<file path="config.mk">
export PLATFORM = sky130hd
export DESIGN_NAME = thermal_throttle_gen
export DESIGN_NICKNAME = d
export VERILOG_FILES = /design/src/rtl/tt_pkg.sv /design/src/rtl/tt_sync.sv /design/src/rtl/tt_slot_timer.sv /design/src/rtl/tt_cycle_fsm.sv /design/src/rtl/thermal_throttle_gen.sv
export SDC_FILE = /design/constraint.sdc
export NUM_CORES = 1
export LEC_CHECK = 0
export BUFFER_PORTS_ARGS = -buffer_cell sky130_fd_sc_hd__buf_2
export CORE_MARGIN = 1
export CORE_UTILIZATION = 45
export DETAILED_ROUTE_END_ITERATION = 10
export MAX_ROUTING_LAYER = met4
export PLACE_DENSITY_LB_ADDON = 0.12
export SETUP_SLACK_MARGIN = 0.3
export SLEW_MARGIN = 0
export SYNTH_ARGS = -nofsm -noshare
export SYNTH_HDL_FRONTEND = slang
export SYNTH_SLANG_ARGS = --single-unit
export TNS_END_PERCENT = 20
</file>
<file path="constraint.sdc">
create_clock -name clk_i -period 4.12 [get_ports clk_i]
set_input_delay 0.206 -clock clk_i [delete_from_list [all_inputs] [get_ports clk_i]]
set_output_delay 0.206 -clock clk_i [all_outputs]
set_load 0.05 [all_outputs]
</file>
<file path="src/rtl/tt_pkg.sv">
package tt_pkg;

    typedef enum logic [1:0] {
        TT_IDLE = 2'd0,
        TT_HALT = 2'd1,
        TT_RUN  = 2'd2
    } tt_state_e;

    function automatic int unsigned tt_max(input int unsigned a, input int unsigned b);
        return (a > b) ? a : b;
    endfunction

endpackage

</file>
<file path="src/rtl/tt_sync.sv">
module tt_sync #(
    parameter int unsigned STAGES = 2
) (
    input  logic clk_i,
    input  logic rst_ni,
    input  logic async_i,
    output logic sync_o
);

    logic [STAGES-1:0] chain_q;

    generate
        if (STAGES == 1) begin : g_single
            always_ff @(posedge clk_i or negedge rst_ni) begin
                if (!rst_ni) chain_q <= '0;
                else         chain_q <= async_i;
            end
        end else begin : g_multi
            always_ff @(posedge clk_i or negedge rst_ni) begin
                if (!rst_ni) chain_q <= '0;
                else         chain_q <= {chain_q[STAGES-2:0], async_i};
            end
        end
    endgenerate

    assign sync_o = chain_q[STAGES-1];

endmodule

</file>
<file path="src/rtl/tt_slot_timer.sv">
module tt_slot_timer #(
    parameter int unsigned FINE_TICKS   = 32,
    parameter int unsigned COARSE_TICKS = 1000
) (
    input  logic clk_i,
    input  logic rst_ni,
    input  logic clear_i,
    input  logic tick_i,
    input  logic coarse_i,
    output logic slot_end_o
);

    localparam int unsigned MAX_TICKS = tt_pkg::tt_max(FINE_TICKS, COARSE_TICKS);
    localparam int unsigned CNT_W     = $clog2(MAX_TICKS + 1);
    localparam logic [CNT_W-1:0] FINE_LAST   = CNT_W'(FINE_TICKS - 1);
    localparam logic [CNT_W-1:0] COARSE_LAST = CNT_W'(COARSE_TICKS - 1);

    logic [CNT_W-1:0] cnt_q;
    logic [CNT_W-1:0] last_val;
    logic             at_last;

    assign last_val   = coarse_i ? COARSE_LAST : FINE_LAST;
    assign at_last    = (cnt_q == last_val);
    assign slot_end_o = tick_i && !clear_i && at_last;

    always_ff @(posedge clk_i or negedge rst_ni) begin
        if (!rst_ni) begin
            cnt_q <= '0;
        end else if (clear_i) begin
            cnt_q <= '0;
        end else if (tick_i) begin
            cnt_q <= at_last ? '0 : cnt_q + CNT_W'(1);
        end
    end

endmodule

</file>
<file path="src/rtl/tt_cycle_fsm.sv">
module tt_cycle_fsm
    import tt_pkg::*;
#(
    parameter int unsigned DUTY_W = 4
) (
    input  logic              clk_i,
    input  logic              rst_ni,
    input  logic              active_i,
    input  logic              slot_end_i,
    input  logic [DUTY_W-1:0] duty_i,
    input  logic              coarse_i,
    output logic              coarse_o,
    output logic              timer_clear_o,
    output logic              stpclk_no
);

    localparam int unsigned SLOTS = 2 ** DUTY_W;
    localparam logic [DUTY_W-1:0] LAST_SLOT = DUTY_W'(SLOTS - 1);

    tt_state_e         state_q, state_d;
    logic [DUTY_W-1:0] slot_q, slot_d;
    logic [DUTY_W-1:0] duty_q, duty_d;
    logic              coarse_q, coarse_d;
    logic [DUTY_W:0]   slot_inc;

    assign slot_inc = {1'b0, slot_q} + (DUTY_W + 1)'(1);

    always_comb begin
        state_d  = state_q;
        slot_d   = slot_q;
        duty_d   = duty_q;
        coarse_d = coarse_q;
        if (!active_i) begin
            // EXIT
            state_d = TT_IDLE;
            slot_d  = '0;
        end else begin
            unique case (state_q)
                TT_IDLE: begin
                    // ENTER
                    slot_d   = '0;
                    duty_d   = duty_i;
                    coarse_d = coarse_i;
                    state_d  = (duty_i != '0) ? TT_HALT : TT_RUN;
                end
                TT_HALT, TT_RUN: begin
                    if (slot_end_i) begin
                        if (slot_q == LAST_SLOT) begin
                            // WRAP
                            slot_d   = '0;
                            duty_d   = duty_i;
                            coarse_d = coarse_i;
                            state_d  = (duty_i != '0) ? TT_HALT : TT_RUN;
                        end else begin
                            // ADVANCE
                            slot_d  = slot_inc[DUTY_W-1:0];
                            state_d = (slot_inc < {1'b0, duty_q}) ? TT_HALT : TT_RUN;
                        end
                    end
                end
                default: begin
                    state_d = TT_IDLE;
                    slot_d  = '0;
                end
            endcase
        end
    end

    always_ff @(posedge clk_i or negedge rst_ni) begin
        if (!rst_ni) begin
            state_q  <= TT_IDLE;
            slot_q   <= '0;
            duty_q   <= '0;
            coarse_q <= 1'b0;
        end else begin
            state_q  <= state_d;
            slot_q   <= slot_d;
            duty_q   <= duty_d;
            coarse_q <= coarse_d;
        end
    end

    always_comb begin
        stpclk_no     = 1'b1;
        timer_clear_o = 1'b1;
        unique case (state_q)
            TT_IDLE: begin
                stpclk_no     = 1'b1;
                timer_clear_o = 1'b1;
            end
            TT_HALT: begin
                stpclk_no     = 1'b0;
                timer_clear_o = !active_i;
            end
            TT_RUN: begin
                stpclk_no     = 1'b1;
                timer_clear_o = !active_i;
            end
            default: begin
                stpclk_no     = 1'b1;
                timer_clear_o = 1'b1;
            end
        endcase
    end

    assign coarse_o = coarse_q;

endmodule

</file>
<file path="src/rtl/thermal_throttle_gen.sv">
module thermal_throttle_gen #(
    parameter int unsigned DUTY_W       = 4,
    parameter int unsigned FINE_TICKS   = 32,
    parameter int unsigned COARSE_TICKS = 1000,
    parameter int unsigned SYNC_STAGES  = 2
) (
    input  logic              clk_i,
    input  logic              rst_ni,
    input  logic              tick_i,
    input  logic              therm_i,
    input  logic              therm_gpi_i,
    input  logic              therm_en_i,
    input  logic              sw_req_i,
    input  logic              coarse_sel_i,
    input  logic [DUTY_W-1:0] duty_i,
    output logic              stpclk_no,
    output logic              throttle_active_o
);

    logic therm_sync;
    logic hw_active;
    logic active;
    logic slot_end;
    logic coarse_cur;
    logic timer_clear;

    tt_sync #(
        .STAGES (SYNC_STAGES)
    ) i_sync (
        .clk_i   (clk_i),
        .rst_ni  (rst_ni),
        .async_i (therm_i),
        .sync_o  (therm_sync)
    );

    assign hw_active         = therm_sync && therm_en_i && !therm_gpi_i;
    assign active            = hw_active || sw_req_i;
    assign throttle_active_o = active;

    tt_slot_timer #(
        .FINE_TICKS   (FINE_TICKS),
        .COARSE_TICKS (COARSE_TICKS)
    ) i_timer (
        .clk_i      (clk_i),
        .rst_ni     (rst_ni),
        .clear_i    (timer_clear),
        .tick_i     (tick_i),
        .coarse_i   (coarse_cur),
        .slot_end_o (slot_end)
    );

    tt_cycle_fsm #(
        .DUTY_W (DUTY_W)
    ) i_fsm (
        .clk_i         (clk_i),
        .rst_ni        (rst_ni),
        .active_i      (active),
        .slot_end_i    (slot_end),
        .duty_i        (duty_i),
        .coarse_i      (coarse_sel_i),
        .coarse_o      (coarse_cur),
        .timer_clear_o (timer_clear),
        .stpclk_no     (stpclk_no)
    );

endmodule

</file>
# Yosys cells after proc, flatten, opt, wreduce, memory -nomap -nowiden
# Index checks and enable logic that the tools add are counted.
# classes
n_addsub	2
magnitude_cmp	1
eq_ne	7
mux	22
reduce_logical	14
# op_table
cell	n
two-way mux 10 bit	4
two-way mux 4 bit	6
adder 10 x 1 -> 10 bit (second input constant)	1
== test 10 bit	1
two-way mux 2 bit	5
one-hot mux 4 bit (2 select lines)	1
adder 4 x 1 -> 5 bit (second input constant)	1
< comparator 5 x 4 -> 1 bit	1
== test 4 bit (second input constant)	1
logical AND 1 bit	4
two-way mux 1 bit	4
inequality test 2 x 1 -> 1 bit (second input constant)	2
one-hot mux 2 bit (2 select lines)	1
AND reduction 4 bit	1
nonzero test 2 bit	2
nonzero test 4 bit	1
logical NOT 1 bit	3
inequality test 3 bit (second input constant)	1
== test 2 x 1 -> 1 bit (second input constant)	1
== test 2 bit (second input constant)	1
logical NOT 2 bit	1
one-hot mux 1 bit (2 select lines)	1
OR reduction 2 bit	1
logical OR 1 bit	1
# word_totals
regBits	23
inputBits	12
word_cells	52

# Logic depth before layout (Yosys ltp)
# Gate-level depths: netlist of run 1.
# logic_depth
ltp_word	11
mapped_depth	8
ltp_nobuf	8

# Hierarchy
# From an unflattened synthesis of run 1, not the netlist that was laid out.
# hier_totals
hier_cells	135
hier_area_um2	1362.6
# by_module_without_submodules
module	n_inst	cells_each	area_each_um2
tt_cycle_fsm	1	69	689.4
tt_slot_timer	1	62	611.8
tt_sync	1	2	50.0
thermal_throttle_gen	1	2	11.3

# Least setup slack after synthesis of run 1
# No wires, ideal clock.
# synth_timing
path_kind	reg2reg
startpoint	register i_timer.cnt_q[6]
endpoint	register i_fsm.coarse_q, in the netlist i_fsm.coarse_o
arrival_time_ns	1.960
setup_slack_ns	2.035
path_stages_with_launch	6
n_path_buf	0
path_cell_list	dfrtp_1 > or4_4 > nor4_4 > o211ai_2 > a21oi_4 > mux2_2
# synth_between
elab_chain_len	4
# synth_lines
item	line_no	text
from (decl)	tt_slot_timer.sv:18	logic [CNT_W-1:0] cnt_q;
from (signal assigned)	tt_slot_timer.sv:32	cnt_q <= at_last ? '0 : cnt_q + CNT_W'(1);
== test 10 bit	tt_slot_timer.sv:23	assign at_last = (cnt_q == last_val);
logical AND 1 bit	tt_slot_timer.sv:24	assign slot_end_o = tick_i && !clear_i && at_last;
inequality test 2 x 1 -> 1 bit (no source line)	--	
AND reduction 4 bit (no source line)	--	
to (signal assigned)	tt_cycle_fsm.sv:79	coarse_q <= coarse_d;
to (decl)	tt_cycle_fsm.sv:23	logic coarse_q, coarse_d;
# No other way between the ends.
# A chain may end at the register's enable or synchronous reset.

# Worst setup path in the final report of run 1
# layout_timing
startpoint	register i_timer.cnt_q[6]
endpoint	register i_fsm.duty_q[3]
# layout_between
elab_chain_len	4
# layout_lines
item	line_no	text
== test 10 bit	tt_slot_timer.sv:23	
logical AND 1 bit	tt_slot_timer.sv:24	
inequality test 2 x 1 -> 1 bit (no source line)	--	
AND reduction 4 bit (no source line)	--	
to (signal assigned)	tt_cycle_fsm.sv:78	duty_q <= duty_d;
to (decl)	tt_cycle_fsm.sv:22	logic [DUTY_W-1:0] duty_q, duty_d;
# No other way between the ends.

==> results of run 1 <==
Yosys cell counts (3+ instances only):
cell	number
a21oi_1	3
nand4_1	3
nand3_1	9
dfrtp_1	23
nand2_1	10
xor2_1	4
mux2_2	8
and3_1	3
nor2_1	11
a31oi_1	8
inv_1	10
o211ai_1	3
ha_1	8
cells in the final DEF, fill, tap and decap left out, types with 3 or more instances in the layout:
cell type  netlist  layout
ha_1             8       8
nand3_1          9       9
and3_1           3       3
inv_1           10      10
xor2_1           4       4
nor2_1          11      11
a31oi_1          8       8
mux2_2           8       8
dfrtp_1         23      23
a21oi_1          3       3
nand2_1         10      10
buf_2            0      13
clkbuf_4         0       3
nand4_1          3       3
o211ai_1         3       3
critical path, cell delays in order (launching register included):
cell,delay (ps)
dfrtp_1,450
or4_4,560
nor4_4,360
o211ai_2,150
a21oi_4,260
mux2_2,360
logic make-up (layout without fill, tap and decap cells):
family                     count (synthesis)  count (layout)  share of synthesized area
AOI/OAI and AO/OA                         28              28                      0.158
xor gates and xnor gates                   6               6                     0.0372
adders and majority gates                  8               8                     0.0709
buffers and inverters                     13              29                     0.0452
DFF                                       23              23                      0.407
muxes                                     10              10                     0.0779
and+or+nand+nor                           49              49                      0.204
worst paths after layout:
check                                     to  cells past startpoint
max in group asynchronous   i_timer.cnt_q[1]                      2
hold reg to reg            i_sync.chain_q[1]                      0
setup reg to reg             i_fsm.duty_q[3]                      5
min in group asynchronous    i_fsm.duty_q[2]                      2
hold / removal                i_fsm.coarse_o                      2
setup / recovery             i_fsm.duty_q[3]                      5
layer usage:
layer,up-vias,part of all wire,wire length (um),global-route usage
met3,2,0.036,101,0.0201
met1,529,0.50,1410,0.284
met2,25,0.45,1260,0.292
li1,536,-,-,-
met5,-,0,0,-
met4,0,0.0071,20,0.0680
flip-flops by register name, summed over array words and instances, names as in the netlist:
register        flops
i_sync.chain_q      2
i_timer.cnt_q      10
i_fsm.coarse_o      1
i_fsm.duty_q        4
i_fsm.state_q       2
i_fsm.slot_q        4
power by group:
group / internal [mW] / switching [mW] / leakage (nW)
Combinational: 0.114 / 0.136 / 0.405
Sequential: 0.264 / 0.0263 / 0.303
Clock: 0.0378 / 0.0681 / 0.0150
metrics by stage:
stage	cells	area, sq um	utilization	hold WS (ps)	worst slack, ps
floorplan	137	1410	-	-89.6	2040
global placement	178	1490	0.522	210	1950
detailed placement	178	1490	0.522	216	1900
CTS	184	1540	0.539	121	1870
global route	184	1540	0.539	128	1740
finish	184	1540	0.539	128	1880
layout make-up:
type                    instances  area share
clock buffers                   4      0.0171
well taps                      31      0.0252
inverters                      10      0.0244
repair buffers                 15      0.0554
multi-input cells             101       0.503
flip-flops and latches         23       0.375
==> results.txt, run 1 <==
fraction of registers with async set or reset after synthesis - 1.00
area of the multi-input gates - 773 sq um
# diodes - 0
share of cells above drive strength 1 - 0.248
Post-synth EDFFs - 0
Setup Viol. Count Final - 0
Least-Margin Pin Slew - 557 ps
top cells by area, synth - dfrtp_1 (41%), ha_1 (7.1%), mux2_2 (6.4%)
Lkg Pwr - 0.722 nW
final global-route overflow total - 0
CTS H-tree depth - 1
Fin. Hold Viols - 0
Reg clk slew, reported paths - 130 ps
I/O pin total - 14
initial core utilization - 0.495
Via Count - 1,092
TNS Setup - 0 ps
Netlist cell types - 39
CTS Hold Buffers Added - 2
Relative slew margins - 0.625
Yosys Warn Count - 0
Tot Pwr - 646 uW
top-area cell type share of the netlist area - 0.407
PostCTS Resize Cnt - 0
RSZ-0062 raised after global routing - false
Synth Area per Inst - 10.3 sq um
Clock Tree Buf Depth - 2
Antenna Nets Post-Route - 0
clk_skew - 3.34 ps
clock latency at the later pin of the worst-skew pair - 310 ps
synthesized flop and latch total - 23
core area - 0.00285 sq mm
CTS Buf Count - 3
CTS tree - done
Root Buffer - clkbuf_4
Final Cycle Share - 0.544
peak supply drop - 0.275 mV
largest fanout on the critical path - 6
CP startpoint kind - flip-flop
CP required - 4330 ps
PwrDens - 421 mW/mm^2
clock sink count - 23
fin. max-slew vios - 0
Synth Net Count - 157
area grow syn2layout - 8.77%
worst r2r src - i_timer.cnt_q[6]
status - completed
first drt pass iteration count - 4
post-synthesis sequential area ratio - 0.407
max cap viols - 0
Synth area leader - dfrtp_1
hold_sp - coarse_sel_i
Post-CTS Setup Bufs - 0
Fill cells - 273
R2R Setup Slk - 1880 ps
ys flop type - dfrtp_1
Rows - 19
crit path from - i_timer.cnt_q[6]
Register Area - 576 sq um
first-pass GRT wire length - 4890 um
Syn Inst Count - 137
FMAX - 446 MHz
largest net degree at the start of global routing - 24
WL final - 2800 um
die height - 58.0 um
Critical Path AT - 2450 ps
Worst Hold Class - primary input to flip-flop
Via density - 5.93
Setup CP Type - flip-flop to flip-flop
Die ar. - 0.00337 sq mm
WL per Instance - 15.2 um
Mapped Area - 0.00141 sq mm
Final min period - 2240 ps
detailed placement HPWL - 2130 um
vias in the first global route - 1,084
Nets - 174
DRT iter0 DRCs - 40
Die X - 58.0 um
CP Capture Type - flip-flop
initial antenna violation count - 0
Residual DRC - 0
number of port buffers - 13
routability cong. - 0.829
total track usage - 0.198
Power figures use the tool's default switching activity.
==> run 2: changes to the inputs <==
- ABC_AREA: unset -> 1
- clock period: 4.12 -> 2.3 ns (I/O delays scaled with it)
==> run 2 against run 1 <==
Hold slack worse by 79 ps. Power is 94% higher. Final area increased by 2.8%. Via count rose by 11%. Count of clock-buffer cells in the layout did not move. Sequential share of layout area fell by 1.0 points. Non-clock buffer count is 2 higher. Fmax up 24%. Clock power rose by 76%. Die area shrank 1.3%. Combinational power is 120% higher. Largest cell class unchanged. Highest routed layer unchanged.
==> results.txt, run 2 <==
Tot Pwr - 1.25 mW
vias in the first global route - 1,135
ys flop type - dfrtp_1
Rows - 19
Die ar. - 0.00332 sq mm
FF-to-FF End - i_fsm.state_q[1]
synth cell count leaders - nand2_1 (49), inv_1 (25), dfrtp_1 (23)
count leader, synth - nand2_1
Residual DRC - 0
WL final - 2920 um
worst r2r src - i_fsm.slot_q[0]
r2r worst-path depth - 13
Die X - 57.7 um
# diodes - 0
max FFs per register - 10
Placed Area - 0.00151 sq mm
largest net degree at the start of global routing - 24
Syn Inst Count - 178
Lkg Pwr - 0.784 nW
initial antenna violation count - 0
Antenna Nets Post-Route - 0
top cells by area, synth - dfrtp_1 (41%), nand2_1 (13%), ha_1 (7.2%)
Netlist cell types - 20
Synth Net Count - 198
sw frac - 0.426
DRT iter0 DRCs - 47
first drt pass iteration count - 4
internal power - 719 uW
Critical Path AT - 2020 ps
Seq pwr share - 0.419
CP startpoint kind - flip-flop
most frequent cells in the layout - nand2_1 (49), inv_1 (25), dfrtp_1 (23), nand3_1 (19), buf_2 (13)
Relative slew margins - 0.644
Least-Margin Pin Slew - 534 ps
detailed placement HPWL - 2240 um
Final Cycle Share - 0.786
Final min period - 1810 ps
Setup WS post-layout - 491 ps
peak supply drop - 0.639 mV
Via Count - 1,208
clk_skew - 2.07 ps
number of port buffers - 13
Synth area leader - dfrtp_1
Clock Tree Buf Depth - 2
Top reg by flops - i_timer.cnt_q
Reg clk slew, reported paths - 120 ps
fraction of registers with async set or reset after synthesis - 1.00
FMAX - 553 MHz
Synth Area per Inst - 7.83 sq um
clock latency at the later pin of the worst-skew pair - 310 ps
Regs by FF count - i_timer.cnt_q (10), i_fsm.duty_q (4), i_fsm.slot_q (4)
routability cong. - 0.865
sw power - 533 uW
initial core utilization - 0.489
CP required - 2520 ps
dpl ws - 371 ps
I/O pin total - 14
total track usage - 0.202
TNS Setup - 0 ps
max cap viols - 0
leading cell type in the layout, fill and taps excluded - nand2_1
crit path from - i_fsm.slot_q[0]
core area - 0.00285 sq mm
crit path capture - i_fsm.state_q[1]
final design area excluding fillers - 0.00158 sq mm
Setup Viol. Count Final - 0
final global-route overflow total - 0
Worst Hold Class - primary input to flip-flop
CP Capture Type - flip-flop
Mapped Area - 0.00139 sq mm
PwrDens - 793 mW/mm^2
Fin. Hold Viols - 0
Yosys Warn Count - 0
Clk pwr share - 0.149
largest fanout on the critical path - 4
post-synthesis sequential area ratio - 0.413
area grow syn2layout - 13.3%
first-pass GRT wire length - 4970 um
CTS tree - done
clock sink count - 23
die height - 57.7 um
top-area cell type share of the netlist area - 0.413
Root Buffer - clkbuf_4
worst hold slack - 48.2 ps
Via density - 5.25
synthesized flop and latch total - 23
CTS Buf Count - 3
fin. max-slew vios - 0
Nets - 220
R2R Setup Slk - 490 ps
Setup CP Type - flip-flop to flip-flop
RSZ-0062 raised after global routing - true
Post-synth EDFFs - 0
share of cells above drive strength 1 - 0.146
CTS H-tree depth - 1
status - completed
power share of the combinational group - 0.432
WL per Instance - 12.7 um
## run 2: changes by cell type after synthesis, moves of 3 or more
cell      change
a31oi_1       -8
xor2_1        +5
mux2_2        -8
nand3_1      +10
and3_1        -3
nand2_1      +39
o21ai_1       +6
o22ai_1       +4
o211ai_1      -3
inv_1        +15
nand4_1       +3
## run 2: metal layers
metal	vias up	track usage	wire (um)
met5	-	-	0
met4	0	0.0816	47
met3	5	0.0223	113
met2	27	0.304	1300
met1	562	0.281	1460
li1	614	-	-
## run 2: worst max-delay path: stages (launching register included)
cell and delay, ps:
dfrtp_1 460, ha_4 190, xor2_2 150, ha_1 290, nand2_1 60, inv_1 30
o21ai_1 100, nand2_1 80, nand2_1 80, nand2_1 50, nand2_1 60, nand2_1 50
nand3_1 60, nand2_1 50
## run 2: worst min path at each step
stage                     cells past startpoint          endpoint  slack (ps)          from
after floorplan                               0    i_fsm.coarse_o        -180        rst_ni
after global placement                        1  i_timer.cnt_q[7]         120        rst_ni
after detailed placement                      1  i_timer.cnt_q[8]         120        rst_ni
after CTS                                     3    i_fsm.coarse_o          40  coarse_sel_i
after global routing                          3    i_fsm.coarse_o          30  coarse_sel_i
final                                         3    i_fsm.coarse_o          50  coarse_sel_i
## run 2: what timing repair did
action / in CTS / in global routing
setup buffers: 0 / 1
resized for setup: 0 / 4
hold buffers: 2 / 0
hold endpoints to repair: 24 / 0
endpoints found under the setup margin: 0 / 2
## run 2: cell families after synthesis
logic type               synth area share
AO/OA/AOI/OAI                      0.0646
buffers and inverters              0.0727
flip-flops                          0.413
XOR/XNOR                           0.0566
AND/OR/NAND/NOR                     0.321
adder cells (fa/ha/maj)            0.0718
## run 2: per-stage QoR
stage,instances,utilization
global placement,223,0.528
detailed placement,223,0.528
global route,230,0.554
finish,230,0.554
floorplan,178,-
CTS,229,0.544
## run 2: cell type report
| type | instances | area (sq um) |
|---|---|---|
| multi-input combinational | 128 | 737 |
| timing repair buffer | 17 | 100 |
| fill | 277 | 1270 |
| inverter | 27 | 101 |
| tap | 31 | 38.8 |
| clock buffer | 4 | 26.3 |
| sequential | 23 | 576 |
## run 2: power by group through the flow
stage | Sequential [mW] | Combinational, mW | Clock, mW
after detailed placement | 0.535 | 0.542 | 0
after floorplan | 0.516 | 0.424 | 0
after CTS | 0.525 | 0.545 | 0.195
after global routing | 0.535 | 0.623 | 0.206
after global placement | 0.533 | 0.526 | 0
final | 0.525 | 0.541 | 0.187
